File: config.mk
export PLATFORM = sky130hd
export DESIGN_NAME = region_guard
export DESIGN_NICKNAME = d
export VERILOG_FILES = /design/src/rtl/region_guard_pkg.sv /design/src/rtl/region_guard_regs.sv /design/src/rtl/region_guard_match.sv /design/src/rtl/region_guard_resolve.sv /design/src/rtl/region_guard.sv
export SDC_FILE = /design/constraint.sdc
export NUM_CORES = 2
export LEC_CHECK = 0
export BUFFER_PORTS_ARGS = -buffer_cell sky130_fd_sc_hd__buf_4
export CAP_MARGIN = 40
export CORE_ASPECT_RATIO = 1.1
export CORE_MARGIN = 2
export CORE_UTILIZATION = 55
export CTS_BUF_LIST = sky130_fd_sc_hd__clkbuf_4
export CTS_CLUSTER_SIZE = 12
export DETAILED_ROUTE_END_ITERATION = 12
export GPL_TIMING_DRIVEN = 0
export PLACE_DENSITY = 0.71
export SLEW_MARGIN = 15
export SYNTH_ARGS = -nofsm -noshare
export SYNTH_HDL_FRONTEND = slang
export SYNTH_HIERARCHICAL = 1
export SYNTH_SLANG_ARGS = --single-unit
File: constraint.sdc
create_clock -name clk -period 8.1 [get_ports clk]
set_input_delay 0.405 -clock clk [delete_from_list [all_inputs] [get_ports clk]]
set_output_delay 0.405 -clock clk [all_outputs]
set_load 0.1 [all_outputs]
File: src/rtl/region_guard_pkg.sv
package region_guard_pkg;

    typedef struct packed {
        logic       en;
        logic [4:0] size_code;
        logic [7:0] slice_off;
        logic [1:0] perm_priv;
        logic [1:0] perm_user;
    } region_attr_t;

    localparam logic [1:0] SEL_BASE = 2'd0;
    localparam logic [1:0] SEL_ATTR = 2'd1;
    localparam logic [1:0] SEL_CTRL = 2'd2;

    localparam logic [4:0] MIN_SIZE_CODE = 5'd4;

    // 00 none, 01 read only, 1x read and write
    function automatic logic perm_allows(input logic [1:0] code, input logic is_write);
        return code[1] | (code[0] & ~is_write);
    endfunction

endpackage

File: src/rtl/region_guard_regs.sv
module region_guard_regs
    import region_guard_pkg::*;
#(
    parameter int NUM_REGIONS = 8,
    parameter int ADDR_W      = 32,
    parameter int IDX_W       = 3,
    parameter int NR_EFF      = 8
) (
    input  logic                              clk,
    input  logic                              rst_n,
    input  logic                              cfg_we,
    input  logic [IDX_W-1:0]                  cfg_idx,
    input  logic [1:0]                        cfg_sel,
    input  logic [ADDR_W-1:0]                 cfg_wdata,
    output logic [NR_EFF-1:0][ADDR_W-1:0]     base_q,
    output region_attr_t [NR_EFF-1:0]         attr_q,
    output logic                              bg_en_q
);

    region_attr_t attr_wr;

    always_comb begin
        attr_wr.en        = cfg_wdata[0];
        attr_wr.size_code = cfg_wdata[5:1];
        attr_wr.slice_off = cfg_wdata[15:8];
        attr_wr.perm_priv = cfg_wdata[17:16];
        attr_wr.perm_user = cfg_wdata[19:18];
    end

    for (genvar i = 0; i < NR_EFF; i++) begin : g_reg
        logic sel_me;
        assign sel_me = cfg_we && (NUM_REGIONS > i) && (cfg_idx == IDX_W'(i));

        always_ff @(posedge clk) begin
            if (!rst_n) begin
                base_q[i] <= '0;
                attr_q[i] <= '0;
            end else if (sel_me) begin
                if (cfg_sel == SEL_BASE) base_q[i] <= cfg_wdata;
                if (cfg_sel == SEL_ATTR) attr_q[i] <= attr_wr;
            end
        end
    end

    always_ff @(posedge clk) begin
        if (!rst_n)                            bg_en_q <= 1'b0;
        else if (cfg_we && cfg_sel == SEL_CTRL) bg_en_q <= cfg_wdata[0];
    end

endmodule

File: src/rtl/region_guard_match.sv
module region_guard_match
    import region_guard_pkg::*;
#(
    parameter int ADDR_W = 32
) (
    input  logic [ADDR_W-1:0] base,
    input  region_attr_t      attr,
    input  logic [ADDR_W-1:0] addr,
    output logic              match
);

    logic [5:0]        size_log2;
    logic [5:0]        slice_lsb;
    logic [ADDR_W-1:0] keep_mask;
    logic              in_range;
    logic [2:0]        slice_idx;

    always_comb begin
        size_log2 = {1'b0, attr.size_code} + 6'd1;
        slice_lsb = size_log2 - 6'd3;
        keep_mask = {ADDR_W{1'b1}} << size_log2;
        in_range  = ((addr ^ base) & keep_mask) == '0;
        slice_idx = 3'b000;
        for (int b = 0; b < ADDR_W; b++) begin
            if (32'(slice_lsb) == b)        slice_idx[0] = addr[b];
            if (32'(slice_lsb) + 1 == b)    slice_idx[1] = addr[b];
            if (32'(slice_lsb) + 2 == b)    slice_idx[2] = addr[b];
        end
        match = attr.en && (attr.size_code >= MIN_SIZE_CODE) && in_range
                && !attr.slice_off[slice_idx];
    end

endmodule

File: src/rtl/region_guard_resolve.sv
module region_guard_resolve
    import region_guard_pkg::*;
#(
    parameter int IDX_W  = 3,
    parameter int NR_EFF = 8
) (
    input  logic [NR_EFF-1:0]      match,
    input  logic [NR_EFF-1:0][1:0] perm_priv,
    input  logic [NR_EFF-1:0][1:0] perm_user,
    input  logic                   priv,
    input  logic                   is_write,
    input  logic                   bg_en,
    output logic                   hit,
    output logic [IDX_W-1:0]       region,
    output logic                   fault
);

    logic [1:0] code;

    always_comb begin
        hit    = 1'b0;
        region = '0;
        code   = 2'b00;
        for (int i = 0; i < NR_EFF; i++) begin
            if (match[i]) begin
                hit    = 1'b1;
                region = IDX_W'(i);
                code   = priv ? perm_priv[i] : perm_user[i];
            end
        end
        if (hit) fault = !perm_allows(code, is_write);
        else     fault = !(priv && bg_en);
    end

endmodule

File: src/rtl/region_guard.sv
module region_guard
    import region_guard_pkg::*;
#(
    parameter int NUM_REGIONS = 8,
    parameter int ADDR_W      = 32,
    parameter int IDX_W       = (NUM_REGIONS > 1) ? $clog2(NUM_REGIONS) : 1
) (
    input  logic              clk,
    input  logic              rst_n,
    input  logic              cfg_we,
    input  logic [IDX_W-1:0]  cfg_idx,
    input  logic [1:0]        cfg_sel,
    input  logic [ADDR_W-1:0] cfg_wdata,
    input  logic [ADDR_W-1:0] acc_addr,
    input  logic              acc_priv,
    input  logic              acc_write,
    output logic              chk_hit,
    output logic [IDX_W-1:0]  chk_region,
    output logic              chk_fault
);

    localparam int NR_EFF = (NUM_REGIONS > 0) ? NUM_REGIONS : 1;

    logic [NR_EFF-1:0][ADDR_W-1:0] base_q;
    region_attr_t [NR_EFF-1:0]     attr_q;
    logic                          bg_en_q;
    logic [NR_EFF-1:0]             match;
    logic [NR_EFF-1:0][1:0]        perm_priv;
    logic [NR_EFF-1:0][1:0]        perm_user;
    logic                          hit_d;
    logic [IDX_W-1:0]              region_d;
    logic                          fault_d;

    region_guard_regs #(
        .NUM_REGIONS(NUM_REGIONS), .ADDR_W(ADDR_W), .IDX_W(IDX_W), .NR_EFF(NR_EFF)
    ) u_regs (
        .clk(clk), .rst_n(rst_n), .cfg_we(cfg_we), .cfg_idx(cfg_idx),
        .cfg_sel(cfg_sel), .cfg_wdata(cfg_wdata),
        .base_q(base_q), .attr_q(attr_q), .bg_en_q(bg_en_q)
    );

    if (NUM_REGIONS > 0) begin : g_cmp
        for (genvar i = 0; i < NR_EFF; i++) begin : g_rgn
            region_guard_match #(.ADDR_W(ADDR_W)) u_match (
                .base(base_q[i]), .attr(attr_q[i]), .addr(acc_addr), .match(match[i])
            );
        end
    end else begin : g_none
        assign match = '0;
    end

    for (genvar i = 0; i < NR_EFF; i++) begin : g_perm
        assign perm_priv[i] = attr_q[i].perm_priv;
        assign perm_user[i] = attr_q[i].perm_user;
    end

    region_guard_resolve #(.IDX_W(IDX_W), .NR_EFF(NR_EFF)) u_resolve (
        .match(match), .perm_priv(perm_priv), .perm_user(perm_user),
        .priv(acc_priv), .is_write(acc_write), .bg_en(bg_en_q),
        .hit(hit_d), .region(region_d), .fault(fault_d)
    );

    always_ff @(posedge clk) begin
        if (!rst_n) begin
            chk_hit    <= 1'b0;
            chk_region <= '0;
            chk_fault  <= 1'b0;
        end else begin
            chk_hit    <= hit_d;
            chk_region <= region_d;
            chk_fault  <= fault_d;
        end
    end

endmodule

Word level (Yosys, flattened, before mapping)
Cells that the tools add are included.

storage, ports and cells
  register bits = 406
  input bits = 74
  output and inout port bits = 5
  logic and storage cells = 1,790

cells by class
  add/sub/neg operators = 32
  magnitude comparators = 16
  eq/ne operators = 753
  shift operators = 8
  multiplexer cells = 816
  bitwise gates (word level) = 19
  reduce and logical (&&, ||, !) cells = 94

operators with widths
  cell                                                               number
  equality test 32 x 5 -> 1 bit, second input constant               256
  equality test 32 x 4 -> 1 bit, second input constant               128
  equality test 32 x 3 -> 1 bit, second input constant               64
  equality test 32 x 2 -> 1 bit, second input constant               32
  2-to-1 mux 1 bit                                                   786
  equality test 6 x 5 -> 1 bit, second input constant                128
  logical NOT 32 bit                                                 24
  equality test 32 x 1 -> 1 bit, second input constant               16
  equality test 6 x 4 -> 1 bit, second input constant                64
  AND 32 bit                                                         8
  << shifter 32 x 6 -> 32 bit, first input constant                  8
  XOR 32 bit                                                         8
  equality test 6 x 3 -> 1 bit, second input constant                32
  equality test 6 x 2 -> 1 bit, second input constant                16
  adder 6 x 1 -> 7 bit, second input constant                        8
  adder 6 x 2 -> 7 bit, second input constant                        8
  adder 5 x 1 -> 6 bit, second input constant                        8
  equality test 6 x 1 -> 1 bit, second input constant                8
  logical NOT 6 bit                                                  8
  subtractor 6 x 2 -> 6 bit, second input constant                   8
  greater-or-equal comparator 5 x 3 -> 1 bit, second input constant  8
  2-to-1 mux 2 bit                                                   18
  logical AND 1 bit                                                  34
  less-than comparator 3 x 4 -> 1 bit, second input constant         8
  other kinds (14)                                                   52

Logic depth before layout (Yosys ltp)
  depth after elaboration = 52
  mapped depth = 25
  gate-level depth less buffers = 22

Cells and area by module
The synthesis kept the hierarchy.

by module, submodules not included
  module                                           instances  cells an instance  area each (um^2)  seq. area each (um^2)
  region_guard_regs                                1          1,367              14,351.3          8,027.7
  region_guard_match (g_cmp.g_rgn[4].u_match ...)  4          405                2,682.6           0.0
  region_guard_match (g_cmp.g_rgn[0].u_match ...)  3          433                2,897.8           0.0
  region_guard_match (g_cmp.g_rgn[3].u_match)      1          438                2,950.3           0.0
  region_guard_resolve                             1          56                 389.1             0.0
  region_guard                                     1          10                 131.4             100.1

Worst setup path before layout
Ideal clock, no wire load.

  path kind = reg-to-reg
  start = register, netlist name u_regs/attr_q[31]
  end = register chk_fault
  library setup time = 0.059 ns
  arrival time = 5.535 ns
  data required time = 8.041 ns
  path slack = 2.506 ns
  cell stages (with the launch flop) = 26
  buffers on the path = 3
  period minus slack after synthesis = 5.594 ns
  path through = dfxtp_1 ha_1 inv_1 ha_1 buf_2 xor2_2 clkbuf_1 ha_1 clkbuf_1 nand4b_1 a21oi_1 or2_1 nor2_1 mux2_1 nor3b_1 o32ai_2 a22oi_4 mux4_2 or2_1 a21oi_1 nor2b_1 a221oi_2 nor4_1 a2111o_1 a21oi_2 and2_1

between the ends
  word-level cells in the longest chain between the ends = 51
  elaborated cells on any way between the ends = 224
  classes of those cells = 4 x add/sub; 1 x order compare; 93 x eq/ne; 1 x shift; 113 x mux; 3 x bitwise; 9 x reduce/logical

ends and longest elaborated chain
  element                                                       RTL line                                            source
  adder 5 x 1 -> 6 bit                                          region_guard_match.sv:19                            size_log2 = {1'b0, attr.size_code} + 6'd1;
  subtractor 6 x 2 -> 6 bit                                     region_guard_match.sv:20                            slice_lsb = size_log2 - 6'd3;
  adder 6 x 1 -> 7 bit or adder 6 x 2 -> 7 bit (tied branches)  region_guard_match.sv:26, region_guard_match.sv:27
  logical NOT 32 bit, on equally long branches                  region_guard_match.sv:26, region_guard_match.sv:27
  2-to-1 mux 1 bit, on equally long branches (32 in a row)      region_guard_match.sv:26, region_guard_match.sv:27
  binary-select mux 1 bit (select 3 bit)                        region_guard_match.sv:30                            && !attr.slice_off[slice_idx];
  2-to-1 mux 1 bit (implied by the code)                        region_guard_match.sv:30
  logical NOT 1 bit                                             region_guard_match.sv:30
  logical AND 1 bit (*)                                         region_guard_match.sv:30
  named net match[1]                                            region_guard.sv:27                                  logic [NR_EFF-1:0] match;
  2-to-1 mux 2 bit (7 in a row)                                 region_guard_resolve.sv:25                          if (match[i]) begin
  AND 1 bit                                                     region_guard_pkg.sv:19                              return code[1] | (code[0] & ~is_write);
  bitwise OR 1 bit                                              region_guard_pkg.sv:19
  logical NOT 1 bit                                             region_guard_resolve.sv:31                          if (hit) fault = !perm_allows(code, is_write);
  2-to-1 mux 1 bit (*)                                          region_guard_resolve.sv:31
  named net fault_d                                             region_guard.sv:32                                  logic fault_d;
  to (signal assigned)                                          region_guard.sv:71                                  chk_fault <= fault_d;
  to (decl)                                                     region_guard.sv:19                                  output logic chk_fault

The timed path passes the listed nets; every way through them passes the cells marked *. The select of a mux whose other input is x is not followed.
A chain may end at the register's enable or synchronous reset.

Worst setup path after layout
  start = register, netlist name u_regs/attr_q[31]
  end = register chk_fault

between the ends
  word-level cells in the longest chain between the ends = 51
  elaborated cells on any way between the ends = 224
  classes of those cells = 4 x add/sub; 1 x order compare; 93 x eq/ne; 1 x shift; 113 x mux; 3 x bitwise; 9 x reduce/logical

ends and longest elaborated chain
  element                                                       RTL line
  adder 5 x 1 -> 6 bit                                          region_guard_match.sv:19
  subtractor 6 x 2 -> 6 bit                                     region_guard_match.sv:20
  adder 6 x 1 -> 7 bit or adder 6 x 2 -> 7 bit (tied branches)  region_guard_match.sv:26, region_guard_match.sv:27
  logical NOT 32 bit, on equally long branches                  region_guard_match.sv:26, region_guard_match.sv:27
  2-to-1 mux 1 bit, on equally long branches (32 in a row)      region_guard_match.sv:26, region_guard_match.sv:27
  binary-select mux 1 bit (select 3 bit)                        region_guard_match.sv:30
  2-to-1 mux 1 bit (implied by the code)                        region_guard_match.sv:30
  logical NOT 1 bit                                             region_guard_match.sv:30
  logical AND 1 bit (*)                                         region_guard_match.sv:30
  named net match[1]                                            region_guard.sv:27
  2-to-1 mux 2 bit (7 in a row)                                 region_guard_resolve.sv:25
  AND 1 bit                                                     region_guard_pkg.sv:19
  bitwise OR 1 bit                                              region_guard_pkg.sv:19
  logical NOT 1 bit                                             region_guard_resolve.sv:31
  2-to-1 mux 1 bit (*)                                          region_guard_resolve.sv:31
  named net fault_d                                             region_guard.sv:32

Marks and branches as above.

==> results.md <==
- Vias in the first global route: 37861
- CP Data Required Time: 8900 ps
- Post-Syn Area per Cell: 7.78 sq um
- Worst-Margin Slew: 1010 ps
- Routed len/inst: 25.6 microns
- Synthesized net count: 4952
- Highest-count cells in the layout ignoring fill and taps: 772 x nand2_1, 472 x mux2i_1, 406 x dfxtp_1
- Final setup fails: 0
- Num ports: 79
- Post-synth ARST share: 0
- Initial Util: 0.553
- Slew Viols, Final: 0
- Antenna-violating nets left: 0
- Maximum vdd ir drop: 0.000114 V
- Initial antenna violation count: 6
- Total Routing Usage GR: 0.422
- Most used flip-flop cell after synthesis: dfxtp_1
- Status: complete, no violations
- Synth Register Bits: 406
- Crit path to: chk_fault$_SDFF_PN0_
- Max-cap violations: 0
- Setup Skew: 49.3 ps
- Synth unique cells: 118
- CP Capture Type: register
- # rows: 100
- First-pass GRT wire length: 228 mm
- DRC Markers: 0
- Layout Nets: 5164
- Slew headroom: 0.329
- Unrepaired setup endpoints after global routing: false
- Htree depth: 3
- Reg2Reg Setup Slack: 840 ps
- Via total after detailed routing: 40234
- Setup TNS Final: 0 ps
- Worst Setup SP: u_regs/attr_q[31]$_SDFFE_PN0P_
- Pre-CTS WS: 1190 ps
- EDFF count, synth: 0
- Hpwl dp: 95.8 mm
- CP max FO: 10
- Gpl congestion: 0.960
- Fin crit period: 7260 ps
- Synthesized cell area: 37200 sq um
- TritonCTS sink count: 406
- Post-layout util: 0.603
- Max frequency: 138 MHz
- Final worst slack: 838 ps
- Die Ht: 277 microns
- Total CTS buffers: 103
- Final Power: 4.66 mW
- Full die area: 69800 sq um
- Hold violation count in the final report: 0
- Area Overhead vs Synth: 9.02%
- Vias/cell: 6.76
- Crit Path Class: reg -> reg
- Die Width: 252 microns
- Core box area: 67300 sq um
- Worst Reg-to-Reg Cells: 25
- WHS: 101 ps
- Yosys warns: 6
- Register area share after synthesis: 0.218
- PortBufs: 77
- DR pass1 iterations: 9
- RR Startpoint: u_regs/attr_q[31]$_SDFFE_PN0P_
- Worst min-delay path category: in -> reg
- Number of fill cells: 6288
- Worst-path clk slew: 70 ps
- Pwr/cell area: 115 nW/um^2
- Tcrit/Tclk final: 0.897
- Worst skew pair latency: 880 ps
- TritonCTS clock tree: done
- Commonest non-fill, non-tap cell in the layout: nand2_1
- Worst setup SP type: register
- Cells after synthesis: 4790
- Worst EP arrival: 8060 ps
- Leakage power: 16.6 nW
- Initial DRC count: 5504
- Root Buffer: clkbuf_4
- RR Endpoint: chk_fault$_SDFF_PN0_
- CTS max path bufs: 3
- Layout cells sized above 1: 0.107
- Grt ovf: 0
- Largest net degree at the start of global routing: 44
- Total routed wirelength: 153 mm
-- cell usage after synthesis, drive strengths merged (25+ instances only) --
cell type	instances	share of area
nand4	35	0.0059
mux2i	473	0.13
dfxtp	406	0.22
xnor2	222	0.058
o32ai	25	0.0065
nor2b	62	0.010
nand2	779	0.079
o31ai	35	0.0071
mux2	29	0.0089
inv	144	0.015
nor2	230	0.024
o22ai	44	0.0074
ha	88	0.030
o211ai	58	0.012
a21oi	342	0.047
o21a	29	0.0059
clkbuf	211	0.021
or3	29	0.0049
nand3	111	0.015
nor4	27	0.0045
a211oi	84	0.017
nand2b	63	0.011
buf	144	0.023
o21ai	201	0.027
a221oi	76	0.020
a22oi	45	0.010
nor3b	31	0.0065
a31oi	37	0.0062
nor3	79	0.011
xor2	146	0.035
and3	42	0.0085
-- worst min-delay path by stage --
stage                                               start  slack (ps)                              end  cells after the start
final                                       cfg_wdata[18]         100   u_regs/attr_q[90]$_SDFFE_PN0P_                      3
after global routing                        cfg_wdata[25]          30   u_regs/base_q[57]$_SDFFE_PN0P_                      3
after CTS                                   cfg_wdata[18]          30   u_regs/attr_q[90]$_SDFFE_PN0P_                      3
after detailed placement  u_regs/attr_q[106]$_SDFFE_PN0P_         450  u_regs/attr_q[106]$_SDFFE_PN0P_                      2
after global placement    u_regs/attr_q[111]$_SDFFE_PN0P_         440  u_regs/attr_q[111]$_SDFFE_PN0P_                      2
after floorplan           u_regs/attr_q[111]$_SDFFE_PN0P_         430  u_regs/attr_q[111]$_SDFFE_PN0P_                      2
-- registers in the layout (all words and copies together) (netlist names) --
register	cells
u_regs/base_q	256
u_regs/attr_q	144
chk_region	3
chk_fault	1
chk_hit	1
u_regs/bg_en_q	1
-- metal layers --
layer	share of wire	track usage	vias to the layer above	routed length (microns)
li1	-	-	17955	-
met1	0.38	0.551	18768	57700
met2	0.42	0.623	2828	63800
met3	0.14	0.107	681	20800
met4	0.068	0.252	2	10300
met5	0.000098	0	-	15
-- area by class of cell --
class | instances | area, sq um | share of cell area
Timing Repair Buffer | 107 | 976 | 0.0240
Multi-Input combinational cell | 3881 | 26900 | 0.663
Tap cell | 867 | 1080 | 0.0267
Clock buffer | 141 | 1060 | 0.0261
Clock inverter | 41 | 233 | 0.00573
Antenna cell | 3 | 7.51 | 0.000185
Sequential cell | 406 | 8130 | 0.200
Buffer | 355 | 1660 | 0.0408
Inverter | 148 | 556 | 0.0137
-- metrics by stage --
stage | cells | area [sq um]
3_3_place_gp | 5734 | 38900
5_1_grt | 5949 | 40600
4_1_cts | 5940 | 40500
6_report | 5949 | 40600
2_1_floorplan | 4790 | 37200
3_5_place_dp | 5751 | 39100
-- where the power goes --
group	switching [mW]	internal [mW]
clock network	0.884	0.872
registers	0.0123	2.01
logic	0.620	0.264
total	1.52	3.15
-- what timing repair did --
action,4_1_cts,5_1_grt
setup buffers,0,0
endpoints found under the hold margin,10,0
gates resized for setup,0,0
hold buffers,7,0
-- critical path, cell delays in order, from the launching register on --
cell,delay (ps)
dfxtp_1,540
ha_1,270
inv_1,50
ha_1,350
buf_2,250
xor2_2,310
clkbuf_1,410
ha_1,330
clkbuf_1,370
nand4b_1,140
a21oi_1,190
or2_1,210
nor2_1,160
mux2_1,380
nor3b_1,160
o32ai_2,380
a22oi_4,140
mux4_2,300
or2_1,210
a21oi_1,600
nor2b_1,180
a221oi_2,350
nor4_1,90
a2111o_1,460
a21oi_2,220
and2_1,150
-- kinds of logic (layout without fill, tap and decap cells) --
logic type | Yosys count | after routing | share of synthesized area
adder cells (fa/ha/maj) | 108 | 108 | 0.0349
XOR/XNOR | 368 | 368 | 0.0936
AND/OR/NAND/NOR | 1619 | 1619 | 0.209
multiplexers | 516 | 516 | 0.145
flip-flops | 406 | 406 | 0.218
other | 0 | 3 | 0
buffers and inverters | 503 | 792 | 0.0594
AO/OA/AOI/OAI | 1270 | 1270 | 0.240
(Power assumes the default switching activity.)
